===== config.mk =====
export PLATFORM = sky130hd
export DESIGN_NAME = fetch_align_top
export DESIGN_NICKNAME = d
export VERILOG_FILES = /design/src/rtl/fetch_align_pkg.sv /design/src/rtl/fa_rotator.sv /design/src/rtl/fa_mask.sv /design/src/rtl/fa_count.sv /design/src/rtl/fetch_align_top.sv
export SDC_FILE = /design/constraint.sdc
export NUM_CORES = 1
export LEC_CHECK = 0
export CAP_MARGIN = 10
export CORE_AREA = 2 2 183 185
export DETAILED_ROUTE_END_ITERATION = 10
export DIE_AREA = 0 0 185 187
export DONT_BUFFER_PORTS = 1
export HOLD_SLACK_MARGIN = 0.15
export PLACE_DENSITY = 0.66
export SETUP_SLACK_MARGIN = 0.15
export SLEW_MARGIN = 40
export SYNTH_ARGS = -nofsm -noshare
export SYNTH_HDL_FRONTEND = slang
export SYNTH_SLANG_ARGS = --single-unit

===== constraint.sdc =====
create_clock -name clk_i -period 1.8 [get_ports clk_i]
set_input_delay 0.18 -clock clk_i [delete_from_list [all_inputs] [get_ports clk_i]]
set_output_delay 0.18 -clock clk_i [all_outputs]
set_load 0.05 [all_outputs]

===== src/rtl/fetch_align_pkg.sv =====
package fetch_align_pkg;
  localparam int unsigned FA_SLOTS  = 4;
  localparam int unsigned FA_ROW_W  = 8;
  localparam int unsigned FA_INST_W = 32;
  localparam int unsigned FA_PC_W   = 32;
endpackage


===== src/rtl/fa_rotator.sv =====
// Rotates N words of W bits so that word sh_i lands at position 0.
module fa_rotator #(
  parameter int unsigned N    = 8,
  parameter int unsigned W    = 32,
  parameter int unsigned SH_W = $clog2(N)
) (
  input  logic [N*W-1:0]  data_i,
  input  logic [SH_W-1:0] sh_i,
  output logic [N*W-1:0]  data_o
);
  logic [N*W-1:0] stg [0:SH_W];

  assign stg[0] = data_i;

  for (genvar s = 0; s < SH_W; s++) begin : g_stage
    localparam int unsigned K = (1 << s) * W;
    assign stg[s+1] = sh_i[s] ? {stg[s][K-1:0], stg[s][N*W-1:K]} : stg[s];
  end

  assign data_o = stg[SH_W];
endmodule


===== src/rtl/fa_mask.sv =====
// Builds the delivered-slot mask from row-end limit and branch cut.
module fa_mask #(
  parameter int unsigned SLOTS = 4,
  parameter int unsigned ROW_W = 8,
  parameter int unsigned OFF_W = $clog2(ROW_W)
) (
  input  logic             req_i,
  input  logic [OFF_W-1:0] off_i,
  input  logic [SLOTS-1:0] brk_rot_i,
  output logic [SLOTS-1:0] vld_o
);
  localparam int unsigned SUM_W = OFF_W + 1;

  logic [SLOTS-1:0] in_row;
  logic [SLOTS-1:0] keep;

  for (genvar i = 0; i < SLOTS; i++) begin : g_slot
    assign in_row[i] = ({1'b0, off_i} + SUM_W'(i)) < SUM_W'(ROW_W);
    if (i == 0) begin : g_head
      assign keep[i] = req_i & in_row[i];
    end else begin : g_tail
      assign keep[i] = keep[i-1] & in_row[i] & ~brk_rot_i[i-1];
    end
  end

  assign vld_o = keep;
endmodule


===== src/rtl/fa_count.sv =====
module fa_count #(
  parameter int unsigned SLOTS = 4,
  parameter int unsigned PC_W  = 32,
  parameter int unsigned CNT_W = $clog2(SLOTS + 1)
) (
  input  logic [SLOTS-1:0] vld_i,
  input  logic [PC_W-1:0]  pc_i,
  output logic [CNT_W-1:0] cnt_o,
  output logic [PC_W-1:0]  next_pc_o
);
  always_comb begin
    cnt_o = '0;
    for (int i = 0; i < SLOTS; i++) begin
      cnt_o = cnt_o + CNT_W'(vld_i[i]);
    end
  end

  assign next_pc_o = pc_i + PC_W'(cnt_o);
endmodule


===== src/rtl/fetch_align_top.sv =====
module fetch_align_top
  import fetch_align_pkg::*;
#(
  parameter int unsigned SLOTS  = FA_SLOTS,
  parameter int unsigned ROW_W  = FA_ROW_W,
  parameter int unsigned INST_W = FA_INST_W,
  parameter int unsigned PC_W   = FA_PC_W,
  localparam int unsigned OFF_W = $clog2(ROW_W),
  localparam int unsigned CNT_W = $clog2(SLOTS + 1)
) (
  input  logic                    clk_i,
  input  logic                    rst_ni,
  input  logic                    req_i,
  input  logic                    stall_i,
  input  logic [PC_W-1:0]         pc_i,
  input  logic [ROW_W*INST_W-1:0] row_i,
  input  logic [ROW_W-1:0]        brk_i,
  output logic [SLOTS*INST_W-1:0] grp_o,
  output logic [SLOTS-1:0]        vld_o,
  output logic [CNT_W-1:0]        cnt_o,
  output logic [PC_W-1:0]         next_pc_o
);
  logic [OFF_W-1:0]        off;
  logic [ROW_W*INST_W-1:0] row_rot;
  logic [ROW_W-1:0]        brk_rot;
  logic [SLOTS-1:0]        vld_d;
  logic [CNT_W-1:0]        cnt_d;
  logic [PC_W-1:0]         npc_d;
  logic [SLOTS*INST_W-1:0] grp_d;

  assign off = pc_i[OFF_W-1:0];

  fa_rotator #(.N(ROW_W), .W(INST_W), .SH_W(OFF_W)) u_rot_data (
    .data_i (row_i),
    .sh_i   (off),
    .data_o (row_rot)
  );

  fa_rotator #(.N(ROW_W), .W(1), .SH_W(OFF_W)) u_rot_brk (
    .data_i (brk_i),
    .sh_i   (off),
    .data_o (brk_rot)
  );

  fa_mask #(.SLOTS(SLOTS), .ROW_W(ROW_W), .OFF_W(OFF_W)) u_mask (
    .req_i     (req_i),
    .off_i     (off),
    .brk_rot_i (brk_rot[SLOTS-1:0]),
    .vld_o     (vld_d)
  );

  fa_count #(.SLOTS(SLOTS), .PC_W(PC_W), .CNT_W(CNT_W)) u_cnt (
    .vld_i     (vld_d),
    .pc_i      (pc_i),
    .cnt_o     (cnt_d),
    .next_pc_o (npc_d)
  );

  // undelivered slots are zeroed so downstream never sees stale words
  for (genvar i = 0; i < SLOTS; i++) begin : g_gate
    assign grp_d[i*INST_W +: INST_W] = vld_d[i] ? row_rot[i*INST_W +: INST_W] : '0;
  end

  always_ff @(posedge clk_i or negedge rst_ni) begin
    if (!rst_ni) begin
      grp_o     <= '0;
      vld_o     <= '0;
      cnt_o     <= '0;
      next_pc_o <= '0;
    end else if (!stall_i) begin
      grp_o     <= grp_d;
      vld_o     <= vld_d;
      cnt_o     <= cnt_d;
      next_pc_o <= npc_d;
    end
  end
endmodule


# Word level (Yosys, flattened, before mapping)
# Cells that the tools add are included.
[totals]
regBits = 167
out_inout_bits = 167
wordCells = 35
inputBits = 300
[classes]
n_lt_le_gt_ge = 4
muxes = 10
bitwise = 10
addsub = 7
[ops]
columns = ["cell", "n"]
rows = [
  ["$mux 256", 2],
  ["$mux 128", 1],
  ["$mux 32", 4],
  ["$add 32x3->32", 1],
  ["$lt 4x4->1 const B", 3],
  ["$add 3x2->4 const B", 2],
  ["$mux 8", 1],
  ["$and 1x1->1", 7],
  ["$mux 7", 1],
  ["$add 3x1->3", 2],
  ["$add 3x1->4 const B", 1],
  ["$lt 3x4->1 const B", 1],
  ["$mux 3", 1],
  ["$not 1->1", 3],
  ["$add 1x1->2", 1],
]

# Longest topological paths before layout
[logic_depth]
depth_word = 11
mapped_depth = 19

# By module
# A second synthesis with hierarchy kept.
[hier_totals]
hier_cells = 1364
area_unflattened_um2 = 16869.9
[by_module_without_submodules]
columns = ["module", "seq_area_each_um2", "cells_per_inst", "area_each_um2", "n_inst"]
rows = [
  ["fa_rotator (u_rot_data)", 0.0, 598, 9188.8, 1],
  ["fetch_align_top", 4179.0, 639, 6525.0, 1],
  ["fa_count", 0.0, 102, 765.7, 1],
  ["fa_rotator (u_rot_brk)", 0.0, 19, 326.6, 1],
  ["fa_mask", 0.0, 6, 63.8, 1],
]

# Worst setup path after synthesis
# No wires, ideal clock.
[synth_path]
path_type = "input-to-reg"
start = "input port pc_i[0]"
end = "register next_pc_o[12]"
t_arrival_ps = 3680
cell_stages = 19
setup_ps = 82
path_slack_ps = -1962
required_time_ps = 1718
path_cell_list = "buf_2 -> or2_1 -> clkbuf_1 -> o32ai_4 -> o21ai_2 -> buf_2 -> inv_1 -> ha_1 -> inv_1 -> fa_1 -> inv_1 -> ha_1 -> inv_1 -> fa_1 -> nor2b_1 -> o211ai_1 -> buf_2 -> or3_1 -> a31oi_1"
[synth_via]
elab_chain_cells = 11
elab_cells_between_ends = 24
[synth_lines]
columns = ["item", "line", "source"]
rows = [
  ["start: declaration", "fetch_align_top.sv:15", "input logic [PC_W-1:0] pc_i,"],
  ["parallel branches: the longest is 4 deep, another holds $add 3x1->4", "-", ""],
  ["$and 1x1->1 (*)", "fa_mask.sv:22", "assign keep[i] = keep[i-1] & in_row[i] & ~brk_rot_i[i-1];"],
  ["named net u_cnt.vld_i[1]", "fa_count.sv:6", "input logic [SLOTS-1:0] vld_i,"],
  ["parallel branches: the longest is 4 deep, another holds $add 3x1->3", "-", ""],
  ["$add 3x1->3 (*)", "fa_count.sv:14", "cnt_o = cnt_o + CNT_W'(vld_i[i]);"],
  ["named net cnt_d[0]", "fetch_align_top.sv:27", "logic [CNT_W-1:0] cnt_d;"],
  ["$add 32x3->32 (*)", "fa_count.sv:18", "assign next_pc_o = pc_i + PC_W'(cnt_o);"],
  ["end signal: assignment", "fetch_align_top.sv:74", "next_pc_o <= npc_d;"],
  ["end: declaration", "fetch_align_top.sv:21", "output logic [PC_W-1:0] next_pc_o"],
]
# Mark *: on every way through the listed nets, which the timed path passes.
# A chain may end at the register's enable or synchronous reset.

# Worst setup path in the final report
[layout_path]
start = "input port pc_i[2]"
end = "register next_pc_o[26]"
[layout_via]
elab_chain_cells = 10
elab_cells_between_ends = 22
[layout_lines]
columns = ["item", "line", "source"]
rows = [
  ["$add 3x1->4 / $lt 3x4->1 (equally long branches)", "fa_mask.sv:18", "assign in_row[i] = ({1'b0, off_i} + SUM_W'(i)) < SUM_W'(ROW_W);"],
  ["$lt 4x4->1 / $and 1x1->1 (equally long branches)", "fa_mask.sv:18, fa_mask.sv:20", ""],
  ["$and 1x1->1", "fa_mask.sv:22", ""],
  ["$and 1x1->1 (*)", "fa_mask.sv:22", ""],
  ["named net u_cnt.vld_i[1]", "fa_count.sv:6", ""],
  ["parallel branches: the longest is 4 deep, another holds $add 3x1->3", "-", ""],
  ["$add 3x1->3 (*)", "fa_count.sv:14", ""],
  ["named net cnt_d[0]", "fetch_align_top.sv:27", ""],
  ["$add 32x3->32 (*)", "fa_count.sv:18", ""],
]
# Marks and branches as above.

==> impl_metrics.py <==
metrics = {
    "run_status": {
        "status": "finished, violations left",
        "violations": "negative hold slack, negative setup slack",
    },
    "placed_design": {
        "place_hpwl_microns": 33410,
        "dp_slack_ns": -1.681,
        "globalplace.congestion": 0.8853,
        "placed_cells": 1800,
        "numPortBuffers": 0,
    },
    "sta": {
        "min_period_over_period_pct": 173.1,
        "clock_skew_ns": 0,
        "setup_viol": 68,
        "maxSlewHeadroom_pct": 22.86,
        "hold_viol": 167,
        "period_minus_slack_ns": 3.117,
        "setup_ws_ns": -1.317,
        "rsz0062_at_grt": "true",
        "worst_hold_slack_ns": -0.5840,
        "slew_violations": 0,
        "max_freq_mhz": 320.9,
        "finalSetupTns_ns": -42.13,
        "tightest_slew_ns": 1.157,
    },
    "detailed_routing": {
        "dr.first_iter.drc_count": 1512,
        "detail_route.first_pass.iterations": 5,
        "wl_microns": 58870,
        "drc_errors": 0,
        "routedWlPerCell_microns": 27.39,
        "route.vias.total": 14490,
        "viasPerCell": 6.742,
        "ant_nets": 0,
    },
    "grt": {
        "grt_pass1_vias": 14770,
        "globalRouteTotalUtil_pct": 33.11,
        "grt_max_degree": 200,
        "antenna_found_initial": 0,
        "grt_remaining_overflow": 0,
        "grt_pass1_wl_microns": 87610,
    },
    "setup_path": {
        "startpoint": "pc_i[2]",
        "critPathArrivalTime_ns": 3.42,
        "r2r-end": "grp_o[61]$_DFFE_PN0N_",
        "endpoint_kind": "register",
        "reg2reg_from": "grp_o[61]$_DFFE_PN0N_",
        "cp.required_ns": 2.11,
        "path_class": "primary input to register",
        "start_kind": "primary input",
        "reg2reg_slack_ns": 0.22,
        "critPathMaxFanout": 199,
        "r2r_cells": 3,
    },
    "job": {
        "max-cap-violations": 0,
    },
    "synth": {
        "synth-edff-count": 0,
        "syn_area_per_cell_sq_um": 9.638,
        "synth.ff_latch_count": 167,
        "synth_seq_area_share_pct": 29.88,
        "synth_warnings": 0,
        "syn_area_sq_um": 13980,
        "synthesis.nets": 1758,
        "synth-async-reset-ratio_pct": 100.0,
        "synthCells": 1451,
        "synth_cell_types": 62,
        "synthFlopType": "dfrtp_1",
    },
    "layout": {
        "n_antenna_cell": 0,
        "drive_gt1_share_pct": 19.46,
        "fill_cells": 2789,
        "register_area_sq_um": 4183,
        "fin_nets": 1995,
        "area_growth_syn_to_layout_pct": 31.39,
        "multiInputGateArea_sq_um": 9310,
        "instances_no_fill": 2149,
    },
    "die": {
        "dieHeight_microns": 187,
        "fp.dieW_microns": 185,
        "start_util_pct": 42.56,
        "core.rowCount": 67,
        "dieArea_sq_um": 34600,
        "coreArea_sq_um": 32860,
        "ioPinCount": 467,
    },
    "clock_network": {
        "cts-root-buf": "clkbuf_16",
        "postCtsHoldBufs": 305,
        "cts_buffers": 17,
        "clk_pin_slew_ns": 0.08,
        "clk_path_buf_depth": 2,
        "clk_latency_ns": 0.45,
        "clock_sinks": 167,
        "cts_tree": "yes",
        "htree_levels": 4,
    },
    "power_and_ir_drop": {
        "peakVddDrop_mv": 0.6711,
        "powerDensity_nw_per_um2": 672.1,
        "p_leak_uw": 0.007268,
    },
    "worst_hold_path": {
        "min_path_type": "primary input to async pin",
    },
}
## critical path, stage by stage
cell      delay (ns)
mux2_4          0.40
o22ai_4         0.18
o21ai_4         0.09
inv_4           0.07
ha_4            0.20
inv_4           0.05
fa_2            0.44
inv_2           0.09
ha_4            0.14
inv_2           0.03
fa_2            0.36
nor2b_4         0.14
o211ai_1        0.19
buf_4           0.23
o41ai_2         0.32
a31oi_1         0.14
## metal layers
layer	vias to the layer above	wire (microns)	GRT usage, %
met5	-	0	0
met4	0	3622	20.42
met3	309	7380	10.83
met2	1148	27070	51.93
met1	7013	20800	39.18
li1	6019	-	-
## cell usage in the layout (no fill, tap or decap), types with 8 or more instances in the layout
cell type,synthesis,final
a22oi_1,58,58
o31ai_1,98,95
mux2i_1,155,155
a31oi_1,50,50
buf_6,18,8
dlygate4sd3_1,0,303
mux2_2,70,64
clkbuf_16,0,17
o31ai_2,38,40
buf_4,23,37
o21ai_1,2,16
o22ai_1,91,91
and2_1,31,30
nor2_1,85,84
nand3_1,12,11
dfrtp_1,167,164
nand2_1,247,244
mux4_2,72,72
## cell usage after synthesis, types with 6 or more instances
cell / instances / area, sq um
buf_4: 23 / 172.7
clkbuf_1: 57 / 214.0
o31ai_2: 38 / 475.5
a31oi_1: 50 / 312.8
mux4_2: 72 / 1622
nand3_1: 12 / 60.06
and2_1: 31 / 193.9
buf_2: 36 / 180.2
o21ai_0: 21 / 105.1
o41ai_1: 6 / 52.55
or4_1: 7 / 52.55
dfrtp_1: 167 / 4179
nand2_1: 247 / 927.1
mux2_2: 70 / 788.3
inv_1: 12 / 45.04
o31ai_1: 98 / 735.7
buf_1: 6 / 22.52
mux2i_1: 155 / 1551
nor2_1: 85 / 319.1
buf_6: 18 / 202.7
a22oi_1: 58 / 435.4
o22ai_1: 91 / 569.3
## how the worst max path moves through the flow
stage	slack, ns	cells after the start	endpoint
3_3_place_gp	-1.64	12	next_pc_o[21]$_DFFE_PN0N_
6_report	-1.32	16	next_pc_o[26]$_DFFE_PN0N_
4_1_cts	-1.07	13	next_pc_o[22]$_DFFE_PN0N_
3_5_place_dp	-1.68	12	next_pc_o[21]$_DFFE_PN0N_
2_1_floorplan	-1.59	18	next_pc_o[12]$_DFFE_PN0N_
5_1_grt	-1.29	16	next_pc_o[26]$_DFFE_PN0N_
## state kept, by name, indices dropped and copies added (netlist names)
signal,cells
next_pc_o,32
vld_o,4
grp_o,128
cnt_o,3
## cells by family (layout without fill, tap and decap cells)
family | after synthesis | after routing | synth area share (%)
xor+xnor | 10 | 10 | 0.6263
compound gates | 384 | 385 | 20.60
flops | 167 | 167 | 29.88
buf+inv | 154 | 403 | 6.120
fa+ha+maj | 7 | 7 | 0.7337
mux | 298 | 298 | 28.41
simple gates | 431 | 431 | 13.64
## timing repair
item	4_1_cts	5_1_grt
buffers inserted	4	7
hold endpoints to repair	334	169
pin swaps	25	25
resized for setup	26	26
endpoints found under the setup margin	34	59
cloned	1	0
## area by class of cell
type,count,area share [%]
clock buffers,17,2.315
clock inverters,15,1.164
inverters,13,0.3132
multi-input cells,1131,50.67
flip-flops and latches,167,22.76
well taps,448,3.051
repair buffers,358,19.72
## per-stage QoR
stage               hold WS (ns)  power [uW]  instance area (sq um)  util, %
finish                   -0.5840       12350                  18370    55.91
global route             -0.6107       12760                  18370    55.91
CTS                      -0.6108       12220                  18210    55.40
detailed placement       -0.1121        7363                  14320    43.57
global placement         -0.1113        7313                  14260    43.40
floorplan                -0.1156        7106                  14140        -
## where the power goes
group	switching (uW)	leakage, uW	internal (uW)
Clock	1830	0.000311	2360
Combinational	1390	0.00476	1630
Sequential	1160	0.00219	3990
Total	4370	0.00727	7980
No activity file was read; power rests on OpenSTA's default activity.
